--- src/rtl/raid_pkg.sv ---
// Shared types for the parity array controller.
// Assumes: one operation in flight at a time.
package raid_pkg;

    typedef enum logic [2:0] {
        ST_IDLE,
        ST_RD_DATA,
        ST_RD_PAR,
        ST_WR_DATA,
        ST_WR_PAR,
        ST_SCAN,
        ST_DONE
    } ctl_state_e;

endpackage

--- src/rtl/raid_map.sv ---
// Block-to-disk mapper: turns a logical block number into a stripe index,
// the disk that holds the block and the disk that holds the stripe parity.
// Assumes: LBA_W is wide enough to hold NDATA+1; purely combinational.
module raid_map #(
    parameter int NDATA  = 4,
    parameter int LBA_W  = 6,
    parameter int DISK_W = 3
) (
    input  logic [LBA_W-1:0]  lba,
    input  logic              dist_mode,
    output logic [LBA_W-1:0]  stripe,
    output logic [DISK_W-1:0] data_disk,
    output logic [DISK_W-1:0] par_disk
);
    localparam int NDISK = NDATA + 1;

    logic [LBA_W-1:0]  pos_full;
    logic [LBA_W-1:0]  rot_full;
    logic [DISK_W-1:0] pos;

    // Split the block number into stripe and position, then place parity.
    always_comb begin
        stripe   = lba / LBA_W'(NDATA);
        pos_full = lba % LBA_W'(NDATA);
        rot_full = stripe % LBA_W'(NDISK);
        pos      = DISK_W'(pos_full);
        if (dist_mode)
            par_disk = DISK_W'(NDATA) - DISK_W'(rot_full);
        else
            par_disk = DISK_W'(NDATA);
        data_disk = (pos < par_disk) ? pos : pos + DISK_W'(1);
    end

endmodule

--- src/rtl/raid_blkbuf.sv ---
// One-block word buffer with XOR accumulation.
// Assumes: clear has priority over accumulation; one word touched per cycle.
module raid_blkbuf #(
    parameter int WORD_W    = 8,
    parameter int BLK_WORDS = 4,
    parameter int IDX_W     = 2
) (
    input  logic                        clk,
    input  logic                        rst_n,
    input  logic                        clr,
    input  logic                        xor_en,
    input  logic [IDX_W-1:0]            idx,
    input  logic [WORD_W-1:0]           din,
    output logic [WORD_W-1:0]           word_out,
    output logic [WORD_W*BLK_WORDS-1:0] blk_out
);
    genvar gi;
    generate
        for (gi = 0; gi < BLK_WORDS; gi++) begin : g_word
            logic [WORD_W-1:0] q;
            // Hold one word: clear on a new operation, XOR in a read word.
            always_ff @(posedge clk) begin
                if (!rst_n)
                    q <= '0;
                else if (clr)
                    q <= '0;
                else if (xor_en && (idx == IDX_W'(gi)))
                    q <= q ^ din;
            end
            assign blk_out[gi*WORD_W +: WORD_W] = q;
        end
    endgenerate

    // Select the word at the current index.
    always_comb word_out = blk_out[idx*WORD_W +: WORD_W];

endmodule

--- src/rtl/raid_port_sel.sv ---
// Storage port selector: raises the request of the current disk and
// returns that disk's acknowledge and read word.
// Assumes: at most one disk addressed at a time.
module raid_port_sel #(
    parameter int NDISK  = 5,
    parameter int WORD_W = 8,
    parameter int DISK_W = 3
) (
    input  logic                    active,
    input  logic [DISK_W-1:0]       cur,
    output logic [NDISK-1:0]        req,
    input  logic [NDISK-1:0]        ack,
    input  logic [NDISK*WORD_W-1:0] rdata,
    output logic                    ack_sel,
    output logic [WORD_W-1:0]       rdata_sel
);
    genvar gk;
    generate
        for (gk = 0; gk < NDISK; gk++) begin : g_req
            assign req[gk] = active && (cur == DISK_W'(gk));
        end
    endgenerate

    // Pick the acknowledge and word of the addressed disk.
    always_comb begin
        ack_sel   = 1'b0;
        rdata_sel = '0;
        for (int k = 0; k < NDISK; k++) begin
            if (cur == DISK_W'(k)) begin
                ack_sel   = ack[k];
                rdata_sel = rdata[k*WORD_W +: WORD_W];
            end
        end
    end

endmodule

--- src/rtl/raid_parity_ctl.sv ---
// Parity array controller top: accepts one host block request at a time,
// runs plain reads, four-pass read-modify-write updates and degraded
// rebuild reads over NDATA+1 word-serial storage ports.
// Assumes: storage ports hold read data valid with ack; fail_mask and
// dist_mode are sampled when a request is accepted.
module raid_parity_ctl #(
    parameter int NDATA     = 4,
    parameter int WORD_W    = 8,
    parameter int BLK_WORDS = 4,
    parameter int LBA_W     = 6,
    localparam int NDISK     = NDATA + 1,
    localparam int BLK_W     = WORD_W * BLK_WORDS,
    localparam int IDX_W     = (BLK_WORDS > 1) ? $clog2(BLK_WORDS) : 1,
    localparam int ST_ADDR_W = LBA_W + IDX_W
) (
    input  logic                    clk,
    input  logic                    rst_n,
    input  logic                    dist_mode,
    input  logic [NDISK-1:0]        fail_mask,
    input  logic                    h_valid,
    output logic                    h_ready,
    input  logic                    h_write,
    input  logic [LBA_W-1:0]        h_lba,
    input  logic [BLK_W-1:0]        h_wblk,
    output logic                    h_done,
    output logic                    h_err,
    output logic [BLK_W-1:0]        h_rblk,
    output logic [NDISK-1:0]        st_req,
    output logic                    st_we,
    output logic [ST_ADDR_W-1:0]    st_addr,
    output logic [WORD_W-1:0]       st_wdata,
    input  logic [NDISK-1:0]        st_ack,
    input  logic [NDISK*WORD_W-1:0] st_rdata
);
    import raid_pkg::*;

    localparam int DISK_W = $clog2(NDATA + 3);
    localparam logic [IDX_W-1:0] LAST_W = IDX_W'(BLK_WORDS - 1);

    ctl_state_e         state_q;
    logic [DISK_W-1:0]  cur_q;
    logic [IDX_W-1:0]   widx_q;
    logic [LBA_W-1:0]   stripe_q;
    logic [DISK_W-1:0]  dd_q;
    logic [DISK_W-1:0]  pd_q;
    logic               wr_q;
    logic               err_q;
    logic [BLK_W-1:0]   wblk_q;

    logic [LBA_W-1:0]   m_stripe;
    logic [DISK_W-1:0]  m_dd;
    logic [DISK_W-1:0]  m_pd;
    logic               accept;
    logic               multi_fail;
    logic               reject;
    logic               active;
    logic               reading;
    logic               ack_sel;
    logic [WORD_W-1:0]  rdata_sel;
    logic [WORD_W-1:0]  buf_word;
    logic [WORD_W-1:0]  new_word;
    logic               word_end;
    logic [DISK_W-1:0]  scan_nxt;
    logic [DISK_W-1:0]  scan_first;

    raid_map #(
        .NDATA (NDATA),
        .LBA_W (LBA_W),
        .DISK_W(DISK_W)
    ) map_i (
        .lba      (h_lba),
        .dist_mode(dist_mode),
        .stripe   (m_stripe),
        .data_disk(m_dd),
        .par_disk (m_pd)
    );

    raid_port_sel #(
        .NDISK (NDISK),
        .WORD_W(WORD_W),
        .DISK_W(DISK_W)
    ) port_i (
        .active   (active),
        .cur      (cur_q),
        .req      (st_req),
        .ack      (st_ack),
        .rdata    (st_rdata),
        .ack_sel  (ack_sel),
        .rdata_sel(rdata_sel)
    );

    raid_blkbuf #(
        .WORD_W   (WORD_W),
        .BLK_WORDS(BLK_WORDS),
        .IDX_W    (IDX_W)
    ) buf_i (
        .clk     (clk),
        .rst_n   (rst_n),
        .clr     (accept),
        .xor_en  (reading && ack_sel),
        .idx     (widx_q),
        .din     (rdata_sel),
        .word_out(buf_word),
        .blk_out (h_rblk)
    );

    // Decode the accepted request: failure count and reject decision.
    always_comb begin
        int nfail;
        nfail = 0;
        for (int k = 0; k < NDISK; k++)
            if (fail_mask[k]) nfail++;
        multi_fail = (nfail > 1);
        accept     = h_valid && (state_q == ST_IDLE);
        reject     = multi_fail || (h_write && (fail_mask[m_dd] || fail_mask[m_pd]));
        scan_first = (m_dd == '0) ? DISK_W'(1) : '0;
    end

    // Classify the current state and form the storage command.
    always_comb begin
        active   = (state_q == ST_RD_DATA) || (state_q == ST_RD_PAR) ||
                   (state_q == ST_WR_DATA) || (state_q == ST_WR_PAR) ||
                   (state_q == ST_SCAN);
        reading  = (state_q == ST_RD_DATA) || (state_q == ST_RD_PAR) ||
                   (state_q == ST_SCAN);
        st_we    = (state_q == ST_WR_DATA) || (state_q == ST_WR_PAR);
        st_addr  = {stripe_q, widx_q};
        new_word = wblk_q[widx_q*WORD_W +: WORD_W];
        st_wdata = (state_q == ST_WR_PAR) ? (buf_word ^ new_word) : new_word;
        word_end = active && ack_sel && (widx_q == LAST_W);
        scan_nxt = cur_q + DISK_W'(1);
        if (scan_nxt == dd_q)
            scan_nxt = cur_q + DISK_W'(2);
    end

    // Host-side status outputs.
    always_comb begin
        h_ready = (state_q == ST_IDLE);
        h_done  = (state_q == ST_DONE);
        h_err   = (state_q == ST_DONE) && err_q;
    end

    // Operation sequencer: request capture, word stepping, pass ordering.
    always_ff @(posedge clk) begin
        if (!rst_n) begin
            state_q  <= ST_IDLE;
            cur_q    <= '0;
            widx_q   <= '0;
            stripe_q <= '0;
            dd_q     <= '0;
            pd_q     <= '0;
            wr_q     <= 1'b0;
            err_q    <= 1'b0;
            wblk_q   <= '0;
        end else begin
            if (active && ack_sel)
                widx_q <= (widx_q == LAST_W) ? '0 : widx_q + IDX_W'(1);
            case (state_q)
                ST_IDLE: begin
                    if (accept) begin
                        stripe_q <= m_stripe;
                        dd_q     <= m_dd;
                        pd_q     <= m_pd;
                        wr_q     <= h_write;
                        wblk_q   <= h_wblk;
                        widx_q   <= '0;
                        err_q    <= reject;
                        if (reject) begin
                            state_q <= ST_DONE;
                        end else if (!h_write && fail_mask[m_dd]) begin
                            state_q <= ST_SCAN;
                            cur_q   <= scan_first;
                        end else begin
                            state_q <= ST_RD_DATA;
                            cur_q   <= m_dd;
                        end
                    end
                end
                ST_RD_DATA: begin
                    if (word_end) begin
                        if (wr_q) begin
                            state_q <= ST_RD_PAR;
                            cur_q   <= pd_q;
                        end else begin
                            state_q <= ST_DONE;
                        end
                    end
                end
                ST_RD_PAR: begin
                    if (word_end) begin
                        state_q <= ST_WR_DATA;
                        cur_q   <= dd_q;
                    end
                end
                ST_WR_DATA: begin
                    if (word_end) begin
                        state_q <= ST_WR_PAR;
                        cur_q   <= pd_q;
                    end
                end
                ST_WR_PAR: begin
                    if (word_end)
                        state_q <= ST_DONE;
                end
                ST_SCAN: begin
                    if (word_end) begin
                        if (scan_nxt > DISK_W'(NDATA))
                            state_q <= ST_DONE;
                        else
                            cur_q <= scan_nxt;
                    end
                end
                ST_DONE: state_q <= ST_IDLE;
                default: state_q <= ST_IDLE;
            endcase
        end
    end

endmodule

--- config.mk ---
export PLATFORM = sky130hd
export DESIGN_NAME = raid_parity_ctl
export DESIGN_NICKNAME = d
export VERILOG_FILES = /design/src/rtl/raid_pkg.sv /design/src/rtl/raid_map.sv /design/src/rtl/raid_blkbuf.sv /design/src/rtl/raid_port_sel.sv /design/src/rtl/raid_parity_ctl.sv
export SDC_FILE = /design/constraint.sdc
export NUM_CORES = 1
export LEC_CHECK = 0
export BUFFER_PORTS_ARGS = -buffer_cell sky130_fd_sc_hd__buf_4
export CAP_MARGIN = 30
export CORE_MARGIN = 2
export CORE_UTILIZATION = 48
export DETAILED_ROUTE_END_ITERATION = 8
export PLACE_DENSITY = 0.88
export SYNTH_ARGS = -nofsm -noshare
export SYNTH_HDL_FRONTEND = slang
export SYNTH_SLANG_ARGS = --single-unit
--- constraint.sdc ---
create_clock -name clk -period 4.98 [get_ports clk]
set_input_delay 0.996 -clock clk [delete_from_list [all_inputs] [get_ports clk]]
set_output_delay 0.996 -clock clk [all_outputs]
set_load 0.01 [all_outputs]
==> metrics.md, run 1 <==
| Metric | Value |
|---|---|
| Area occupied by multi-input gates | `3330 um2` |
| Primary FF master, synth | `sky130_fd_sc_hd__dfxtp_1` |
| Number of enable-type register cells in the synthesized netlist | `0` |
| Startpoint of the worst-slack reg-to-reg timing path | `cur_q[2]` |
| Count of endpoints failing setup in the final report | `0` |
| Global route total overflow | `0` |
| Routability Congestion | `0.858` |
| Count of state elements after synthesis | `84` |
| Leading area contributor after synthesis | `sky130_fd_sc_hd__dfxtp_1` |
| Data arrival time of the critical path | `4920 ps` |
| Leak Pwr | `0.00283 uW` |
| Post-layout instance count excluding filler cells | `943` |
| Number of ports placed on the die boundary | `150` |
| Synthesized cell area | `5240 um2` |
| Storage cell area | `1680 um2` |
| Final hold vios | `0` |
| Worst Tran Pin Value | `886 ps` |
| Worst Hold End | `wblk_q[21]` |
| Count of cells resized by post-cts repair | `0` |
| Sink count of the clock tree | `84` |
| Gate count after technology mapping | `667` |
| Required time reported for the critical path endpoint | `5260 ps` |
| Worst setup path class | `in2reg` |
| Port-buffer cells | `147` |
| Worst reg-to-reg setup slack | `1630 ps` |
| Insertion delay to the later sink of the worst-skew pair | `360 ps` |
| Fill cell count | `984` |
| Number of cells on the worst reg-to-reg path | `11` |
| Vertical extent of the die | `108 um` |
| Synthesis-to-layout area growth | `27.6%` |
| Post-CTS Setup Inserts | `0` |
| Nets | `912` |
| Mean instance size in the synthesized netlist | `7.86 um2` |
| Iteration-0 DRC Markers | `490` |
| Antenna violations before repair | `0` |
| Detailed-router iteration count before antenna repair | `5` |
| FFs w/ async S/R, synth | `0` |
| Critical-path maximum fanout | `5` |
| Inserted Clock Buffers | `9` |
| Count of pins over their slew limit | `0` |
| Synthesis Warnings | `0` |
| Worst Min Path Start | `wblk_q[21]` |
| CTS tree | `yes` |
| Outcome | `complete, no violations` |
| Final worst path period share | `0.931` |
| Most frequent standard cell in the layout excluding fill and tap cells | `sky130_fd_sc_hd__buf_4` |
| Pwr/cell area | `437 nW/um2` |
| Post-synthesis cell type count | `63` |
| Routed wire length per instance | `15.5 um` |
| Worst slew margin relative to its limit | `0.405` |
| DRT Wirelength | `14700 um` |
| Fraction of final layout cells sized beyond drive strength 1 | `0.264` |
| Maxcap violations | `0` |
| Endpoint type of the worst setup path | `flop` |
| Initial core utilization | `0.488` |
| Type of the worst min-delay path | `reg2reg` |
| Floorplan core area | `10700 um2` |
| H-tree levels | `3` |
| RR Endpoint | `buf_i.g_word[2].q[2]` |
| Final ANT Viol Nets | `0` |
| Summed negative setup slack over all endpoints | `0 ps` |
| Highest-count cells in the layout ignoring fill and taps | `sky130_fd_sc_hd__buf_4 (160), sky130_fd_sc_hd__nand2_1 (137), sky130_fd_sc_hd__dfxtp_1 (84), sky130_fd_sc_hd__nor2_1 (77), sky130_fd_sc_hd__a21oi_1 (76)` |
| # diodes | `0` |
| Clock Tree Buf Depth | `2` |
| Total power after layout | `2930 uW` |
| Top area cells in the synthesized netlist | `sky130_fd_sc_hd__dfxtp_1 (32%), sky130_fd_sc_hd__nand2_1 (9.8%), sky130_fd_sc_hd__mux4_2 (7.3%)` |
| Placed wire-length estimate after detailed placement | `10900 um` |
| DIE WIDTH | `108 um` |
| Largest net degree at the start of global routing | `48` |
| Vias per inst | `5.50` |
| Hold Crit Depth | `2` |
| Floorplan row count | `38` |
| Clock root cell | `sky130_fd_sc_hd__clkbuf_8` |
| Cells after DPL | `927` |
| Vias in the first global route | `4878` |
| Element type at the critical path start | `input pin` |
| Overall fraction of global-route tracks in use | `0.249` |
| Sequential element share of the synthesized area | `0.321` |
| Highest Clock Rate | `0.216 GHz` |
| Clock Skews | `15.0 ps` |
| Largest vdd supply drop | `191 uV` |
| Floorplan die area | `11800 um2` |
| Unrepaired setup endpoints after global routing | `false` |
| Final critical-path required period | `4640 ps` |
| Area fraction of the dominant cell type after synthesis | `0.321` |
| Via count | `5186` |
| Clock-pin slew on the worst setup and hold paths | `90 ps` |
| First-pass GRT wire length | `23400 um` |
| Number of hold-repair buffers added at the cts stage | `0` |
| Number of remaining DRC errors | `0` |
stage by stage:
| step | setup slack [ps] | instance area, um2 | hold WS, ps | utilization |
|---|---|---|---|---|
| after global placement | 69.3 | 6460 | 439 | 0.601 |
| final | 341 | 6690 | 456 | 0.623 |
| after global routing | 10.1 | 6690 | 484 | 0.623 |
| after CTS | 251 | 6670 | 459 | 0.621 |
| after floorplan | 264 | 5250 | 432 | - |
| after detailed placement | -127 | 6480 | 447 | 0.603 |
how the worst max path moves through the flow:
stage	start	end
floorplan	h_lba[3]	cur_q[0]
global route	h_lba[3]	cur_q[0]
finish	h_lba[4]	state_q[0]
detailed placement	h_lba[4]	cur_q[0]
global placement	h_lba[3]	state_q[0]
CTS	h_lba[4]	cur_q[0]
state kept, by name, summed over array words and instances (netlist names):
signal / cells
buf_i.g_word.q: 32
wblk_q: 32
stripe_q: 4
cur_q: 3
dd_q: 3
pd_q: 3
state_q: 3
widx_q: 2
err_q: 1
wr_q: 1
critical path, stage by stage:
cell and delay [ps]:
sky130_fd_sc_hd__buf_4 120, sky130_fd_sc_hd__inv_1 80, sky130_fd_sc_hd__ha_1 140, sky130_fd_sc_hd__inv_1 40, sky130_fd_sc_hd__ha_1 200, sky130_fd_sc_hd__a211oi_1 210, sky130_fd_sc_hd__a21oi_1 100, sky130_fd_sc_hd__ha_1 180
sky130_fd_sc_hd__nand2b_1 160, sky130_fd_sc_hd__o31a_1 140, sky130_fd_sc_hd__nor3_2 180, sky130_fd_sc_hd__mux2_2 370, sky130_fd_sc_hd__ha_1 240, sky130_fd_sc_hd__and3_1 190, sky130_fd_sc_hd__o32ai_1 100, sky130_fd_sc_hd__a21boi_2 260
sky130_fd_sc_hd__nand3_1 160, sky130_fd_sc_hd__and2_4 200, sky130_fd_sc_hd__a221o_1 350, sky130_fd_sc_hd__a21oi_2 240, sky130_fd_sc_hd__o211ai_1 110, sky130_fd_sc_hd__a21oi_1 130
synth_stat cells (all sizes together) (4+ instances only):
| library cell | n |
|---|---|
| o31ai | 4 |
| nand2b | 7 |
| a31oi | 4 |
| and2 | 9 |
| or3 | 4 |
| mux2i | 7 |
| ha | 21 |
| a21o | 4 |
| dfxtp | 84 |
| a211oi | 8 |
| and3 | 5 |
| mux4 | 17 |
| o21ai | 10 |
| clkbuf | 38 |
| o22ai | 4 |
| nor3 | 14 |
| xnor2 | 12 |
| a222oi | 8 |
| nand3 | 8 |
| nand2 | 137 |
| nor2b | 8 |
| buf | 4 |
| a21oi | 77 |
| inv | 22 |
| xor2 | 36 |
| nor2 | 77 |
layout make-up:
type / count / area share
multi-input combinational: 520 / 0.498
sequential: 84 / 0.251
timing repair buffer: 161 / 0.184
tap: 140 / 0.0262
clock buffer: 9 / 0.0185
inverter: 22 / 0.0123
clock inverter: 7 / 0.00991
power breakdown:
| part | leakage [uW] | internal, uW | switching, uW |
|---|---|---|---|
| Sequential | 0.000684 | 790 | 133 |
| Combinational | 0.00206 | 640 | 891 |
| Clock | 0.0000900 | 193 | 279 |
cell families after synthesis:
group | synth area share
DFF | 0.321
muxes | 0.0929
AOI/OAI and AO/OA | 0.175
xor gates and xnor gates | 0.0802
and+or+nand+nor | 0.233
buffers and inverters | 0.0473
other | 0.000715
adders and majority gates | 0.0501
routing by layer:
metal,vias up,wire (um),track usage,part of all wire
met3,28,1230,0.0627,0.084
met5,-,0,0,0
met2,212,7090,0.433,0.48
li1,2557,-,-,-
met4,0,290,0.0723,0.020
met1,2389,6050,0.303,0.41
Note: power is estimated with default switching activity, not from simulation.
==> run 2: changes to the inputs <==
--- a/config.mk
+++ b/config.mk
@@ -10,7 +10,7 @@
 export CORE_MARGIN = 2
 export CORE_UTILIZATION = 48
 export DETAILED_ROUTE_END_ITERATION = 8
-export PLACE_DENSITY = 0.88
+export PLACE_DENSITY = 0.78
 export SYNTH_ARGS = -nofsm -noshare
 export SYNTH_HDL_FRONTEND = slang
 export SYNTH_SLANG_ARGS = --single-unit
==> metrics.md, run 2 (synthesis results as in run 1) <==
| Metric | Value |
|---|---|
| Outcome | `complete, no violations` |
| Vias per inst | `5.55` |
| Top flop regs | `buf_i.g_word.q (32), wblk_q (32), stripe_q (4)` |
| Endpoint type of the worst setup path | `flop` |
| Pwr/cell area | `449 nW/um2` |
| DRT Wirelength | `14900 um` |
| Floorplan core area | `10700 um2` |
| Via count | `5229` |
| Nets | `912` |
| Final worst path period share | `0.939` |
| Largest vdd supply drop | `226 uV` |
| Final ANT Viol Nets | `0` |
| Most frequent standard cell in the layout excluding fill and tap cells | `sky130_fd_sc_hd__buf_4` |
| Fraction of final layout cells sized beyond drive strength 1 | `0.268` |
| Largest net degree at the start of global routing | `48` |
| Worst reg-to-reg setup slack | `1630 ps` |
| Met1 Track Usage GR | `0.313` |
| Worst Tran Pin Value | `881 ps` |
| Count of endpoints failing setup in the final report | `0` |
| Leak Pwr | `0.00287 uW` |
| Most Crowded Layer GR | `met2` |
| Total power after layout | `3040 uW` |
| Clock Skews | `21.6 ps` |
| # diodes | `0` |
| H-tree levels | `3` |
| Synthesis-to-layout area growth | `29.1%` |
| Iteration-0 DRC Markers | `463` |
| Routed wire length per instance | `15.8 um` |
| Data arrival time of the critical path | `4960 ps` |
| Met2 demand-to-capacity share in global routing | `0.434` |
| Worst setup path class | `in2reg` |
| Type of the worst min-delay path | `reg2reg` |
| Maxcap violations | `0` |
| Vertical extent of the die | `108 um` |
| Floorplan die area | `11800 um2` |
| Highest Clock Rate | `0.214 GHz` |
| Insertion delay to the later sink of the worst-skew pair | `370 ps` |
| Overall fraction of global-route tracks in use | `0.251` |
| Element type at the critical path start | `input pin` |
| Number of ports placed on the die boundary | `150` |
| Clock Tree Buf Depth | `2` |
| Placed wire-length estimate after detailed placement | `11200 um` |
| Final hold vios | `0` |
| Port-buffer cells | `147` |
| Post-CTS Setup Inserts | `0` |
| Critical-path maximum fanout | `5` |
| Routability Congestion | `0.912` |
| Global Route met3 Usage | `0.0434` |
| Worst slew margin relative to its limit | `0.408` |
| Vias in the first global route | `4946` |
| Clock-pin slew on the worst setup and hold paths | `80 ps` |
| Finished Core Util | `0.629` |
| Global route total overflow | `0` |
| Sink count of the clock tree | `84` |
| Fill cell count | `969` |
| Inserted Clock Buffers | `9` |
| Clock root cell | `sky130_fd_sc_hd__clkbuf_8` |
| Detailed-router iteration count before antenna repair | `9` |
| Highest-count cells in the layout ignoring fill and taps | `sky130_fd_sc_hd__buf_4 (159), sky130_fd_sc_hd__nand2_1 (137), sky130_fd_sc_hd__dfxtp_1 (84), sky130_fd_sc_hd__nor2_1 (77), sky130_fd_sc_hd__a21oi_1 (75)` |
| Summed negative setup slack over all endpoints | `0 ps` |
| Number of remaining DRC errors | `0` |
| Final critical-path required period | `4670 ps` |
| First-pass GRT wire length | `23500 um` |
| DIE WIDTH | `108 um` |
| Count of pins over their slew limit | `0` |
| Floorplan row count | `38` |
| Initial core utilization | `0.488` |
| Antenna violations before repair | `0` |
| CTS tree | `yes` |
| Required time reported for the critical path endpoint | `5260 ps` |
## run 2: cell count changes in the layout (fill, tap and decap cells not counted), sizes merged
cell / before / now
clkinvlp: 2 / 0
clkinv: 1 / 2
inv: 26 / 25
bufinv: 0 / 2
## run 2: repair_timing
action | in CTS | in global routing
endpoints found under the setup margin | 0 | 7
gates resized for setup | 0 | 8
hold buffers | 0 | 0
## run 2: final timing paths
| kind | end | startpoint | depth (start not counted) |
|---|---|---|---|
| worst max-delay path | state_q[0] | h_lba[3] | 22 |
| worst min-delay path | wblk_q[16] | wblk_q[16] | 2 |
| worst max register to register | buf_i.g_word[1].q[2] | cur_q[2] | 11 |
| worst min register to register | wblk_q[16] | wblk_q[16] | 2 |
## run 2: power by group
group	switching (uW)	internal, uW
Sequential	128	790
Clock	273	291
Combinational	900	654
Total	1300	1740
## run 2: area by class of cell
cell class / instances / area (um2) / area share
clock buffers: 9 / 124 / 0.0183
clock inverters: 7 / 106 / 0.0157
inverters: 22 / 82.6 / 0.0122
multi-input cells: 520 / 3350 / 0.495
flip-flops and latches: 84 / 1680 / 0.249
well taps: 140 / 175 / 0.0259
repair buffers: 161 / 1250 / 0.185
## run 2: worst max-delay path, stage by stage
cell and delay (ps):
sky130_fd_sc_hd__buf_4 110, sky130_fd_sc_hd__inv_1 110, sky130_fd_sc_hd__ha_1 160, sky130_fd_sc_hd__inv_1 40, sky130_fd_sc_hd__ha_1 230, sky130_fd_sc_hd__a211oi_2 250
sky130_fd_sc_hd__a21oi_2 80, sky130_fd_sc_hd__ha_1 180, sky130_fd_sc_hd__nand2b_1 160, sky130_fd_sc_hd__o31a_1 130, sky130_fd_sc_hd__nor3_2 170, sky130_fd_sc_hd__mux2_2 380
sky130_fd_sc_hd__ha_1 250, sky130_fd_sc_hd__and3_1 190, sky130_fd_sc_hd__o32ai_1 90, sky130_fd_sc_hd__a21boi_2 270, sky130_fd_sc_hd__nand3_2 130, sky130_fd_sc_hd__and2_4 200
sky130_fd_sc_hd__a221o_1 360, sky130_fd_sc_hd__a21oi_2 220, sky130_fd_sc_hd__o211ai_1 110, sky130_fd_sc_hd__a21oi_1 130
## run 2: metal layers
metal / vias to the layer above / share of wire
met5: - / 0
met4: 0 / 0.020
met3: 25 / 0.070
met2: 190 / 0.49
met1: 2451 / 0.42
li1: 2563 / -
## run 2: per-stage QoR
stage	instance area (um2)	setup slack [ps]	cells	hold slack [ps]
CTS	6710	166	942	459
detailed placement	6480	-215	926	446
finish	6760	306	943	455
global placement	6450	76.7	925	439
global route	6760	-34.7	943	477
floorplan	5250	264	668	432
==> run 3: changes to the inputs <==
--- a/config.mk
+++ b/config.mk
@@ -10,7 +10,7 @@
 export CORE_MARGIN = 2
 export CORE_UTILIZATION = 48
 export DETAILED_ROUTE_END_ITERATION = 8
-export PLACE_DENSITY = 0.78
+export PLACE_DENSITY_LB_ADDON = 0.25
 export SYNTH_ARGS = -nofsm -noshare
 export SYNTH_HDL_FRONTEND = slang
 export SYNTH_SLANG_ARGS = --single-unit
==> metrics.md, run 3 (synthesis results as in run 1) <==
| Metric | Value |
|---|---|
| Outcome | `complete, no violations` |
| CTS tree | `yes` |
| Int Power | `1630 uW` |
| # diodes | `0` |
| Number of remaining DRC errors | `0` |
| Critical-path maximum fanout | `7` |
| Antenna violations before repair | `0` |
| Endpoint type of the worst setup path | `flop` |
| Area occupied by multi-input gates | `3350 um2` |
| DIE WIDTH | `108 um` |
| Count of pins over their slew limit | `0` |
| Buf+Inv Stages, Crit Path | `3` |
| Sink count of the clock tree | `84` |
| Type of the worst min-delay path | `reg2reg` |
| Worst setup path class | `in2reg` |
| Cells after DPL | `925` |
| Slowest Stage Delay on Critical Path | `470 ps` |
| Clock Tree Buf Depth | `2` |
| Floorplan core area | `10700 um2` |
| Critical path, cell by cell | `buf_4 > inv_1 > ha_1 > inv_1 > ha_2 > a211oi_2 > a21oi_2 > ha_1 > nand2b_1 > o31a_1 > nor3_2 > mux2_2 > ha_1 > nand2_1 > ha_1 > nor2_1 > a41oi_2 > nand2_2 > or4b_1 > a211oi_1 > o21ai_0 > mux2i_1` |
| Top flop regs | `buf_i.g_word.q (32), wblk_q (32), stripe_q (4)` |
| Worst hold-check slack | `459 ps` |
| Inserted Clock Buffers | `9` |
| Placed wire-length estimate after detailed placement | `11000 um` |
| Logic gate share of total power | `0.523` |
| Detailed-router iteration count before antenna repair | `6` |
| Final ANT Viol Nets | `0` |
| Part of the total power dissipated in sequential elements | `0.319` |
| Highest-count cells in the layout ignoring fill and taps | `sky130_fd_sc_hd__buf_4 (159), sky130_fd_sc_hd__nand2_1 (136), sky130_fd_sc_hd__dfxtp_1 (84), sky130_fd_sc_hd__nor2_1 (77), sky130_fd_sc_hd__a21oi_1 (75)` |
| Global route total overflow | `0` |
| Largest net degree at the start of global routing | `48` |
| Maxcap violations | `0` |
| Cell occurring most often along the worst timing path | `sky130_fd_sc_hd__ha_1` |
| Worst slew margin relative to its limit | `0.383` |
| Pwr/cell area | `437 nW/um2` |
| Switching power share of the total | `0.444` |
| Worst Tran Pin Value | `925 ps` |
| Unrepaired setup endpoints after global routing | `false` |
| Required time reported for the critical path endpoint | `5270 ps` |
| Count of endpoints failing setup in the final report | `0` |
| Post-layout instance count excluding filler cells | `943` |
| Fraction of final layout cells sized beyond drive strength 1 | `0.269` |
| Final worst path period share | `0.957` |
| Floorplan row count | `38` |
| Worst path top cell family by delay | `adder cells` |
| Slowest library cell on the worst path | `sky130_fd_sc_hd__or4b_1` |
| Iteration-0 DRC Markers | `500` |
| Clock power frac | `0.158` |
| Vertical extent of the die | `108 um` |
| Insertion delay to the later sink of the worst-skew pair | `360 ps` |
| Synthesis-to-layout area growth | `27.8%` |
| Nets | `912` |
| Clock root cell | `sky130_fd_sc_hd__clkbuf_8` |
| DRT Wirelength | `14900 um` |
| Overall fraction of global-route tracks in use | `0.248` |
| Floorplan die area | `11800 um2` |
| Port-buffer cells | `147` |
| Net switching power figure | `1300 uW` |
| Largest vdd supply drop | `219 uV` |
| Most frequent standard cell in the layout excluding fill and tap cells | `sky130_fd_sc_hd__buf_4` |
| Number of ports placed on the die boundary | `150` |
| Vias in the first global route | `4807` |
| Number of hold-repair buffers added at the cts stage | `0` |
| Vias per inst | `5.52` |
| Fill cell count | `994` |
| Element type at the critical path start | `input pin` |
| Total power after layout | `2930 uW` |
| Final hold vios | `0` |
| Clock-pin slew on the worst setup and hold paths | `90 ps` |
| First-pass GRT wire length | `23300 um` |
| Via count | `5202` |
| Data arrival time of the critical path | `5060 ps` |
| Routability Congestion | `0.885` |
| Routed wire length per instance | `15.8 um` |
| Storage cell area | `1680 um2` |
| Highest Clock Rate | `0.210 GHz` |
| Clock Skews | `12.5 ps` |
| Initial core utilization | `0.488` |
| Leak Pwr | `0.00284 uW` |
| H-tree levels | `3` |
| Final critical-path required period | `4770 ps` |
-- run 3: final timing paths --
kind	slack, ps	start	cells after the start	to
max	210	h_lba[3]	22	cur_q[0]
min reg2reg	460	wblk_q[28]	2	wblk_q[28]
min	460	wblk_q[28]	2	wblk_q[28]
max reg2reg	1510	cur_q[2]	11	state_q[1]
-- run 3: cell type report --
type / instances / share of cell area
multi-input combinational: 520 / 0.500
sequential: 84 / 0.251
timing repair buffer: 161 / 0.183
tap: 140 / 0.0261
clock buffer: 10 / 0.0205
inverter: 22 / 0.0123
clock inverter: 6 / 0.00691
-- run 3: stage by stage --
step	worst slack, ps	TNS (ps)	area [um2]	utilization
finish	214	0	6700	0.623
global route	33.0	0	6700	0.623
CTS	88.2	0	6650	0.619
detailed placement	-279	-1490	6470	0.602
global placement	23.9	0	6440	0.599
floorplan	264	0	5250	-
-- run 3: tightest hold or removal path, cell delays in order, from the launching register on --
cell	delay (ps)
sky130_fd_sc_hd__dfxtp_1	320
sky130_fd_sc_hd__nand2_1	50
sky130_fd_sc_hd__a21oi_1	50
-- run 3: timing repair --
item	in CTS	in global routing
gates resized for setup	0	10
endpoints found under the setup margin	0	8
buffers inserted	0	1
-- run 3: metal layers --
metal	vias up	part of all wire	GRT usage
met2	205	0.48	0.427
met4	0	0.015	0.0623
met5	-	0	0
li1	2553	-	-
met3	18	0.073	0.0464
met1	2426	0.43	0.321
-- run 3: power groups by stage --
stage / logic, uW / clock network [uW] / registers, uW
after floorplan: 1070 / 0 / 876
after global placement: 1450 / 0 / 937
after detailed placement: 1500 / 0 / 947
after CTS: 1500 / 476 / 930
after global routing: 1690 / 506 / 952
final: 1530 / 463 / 933
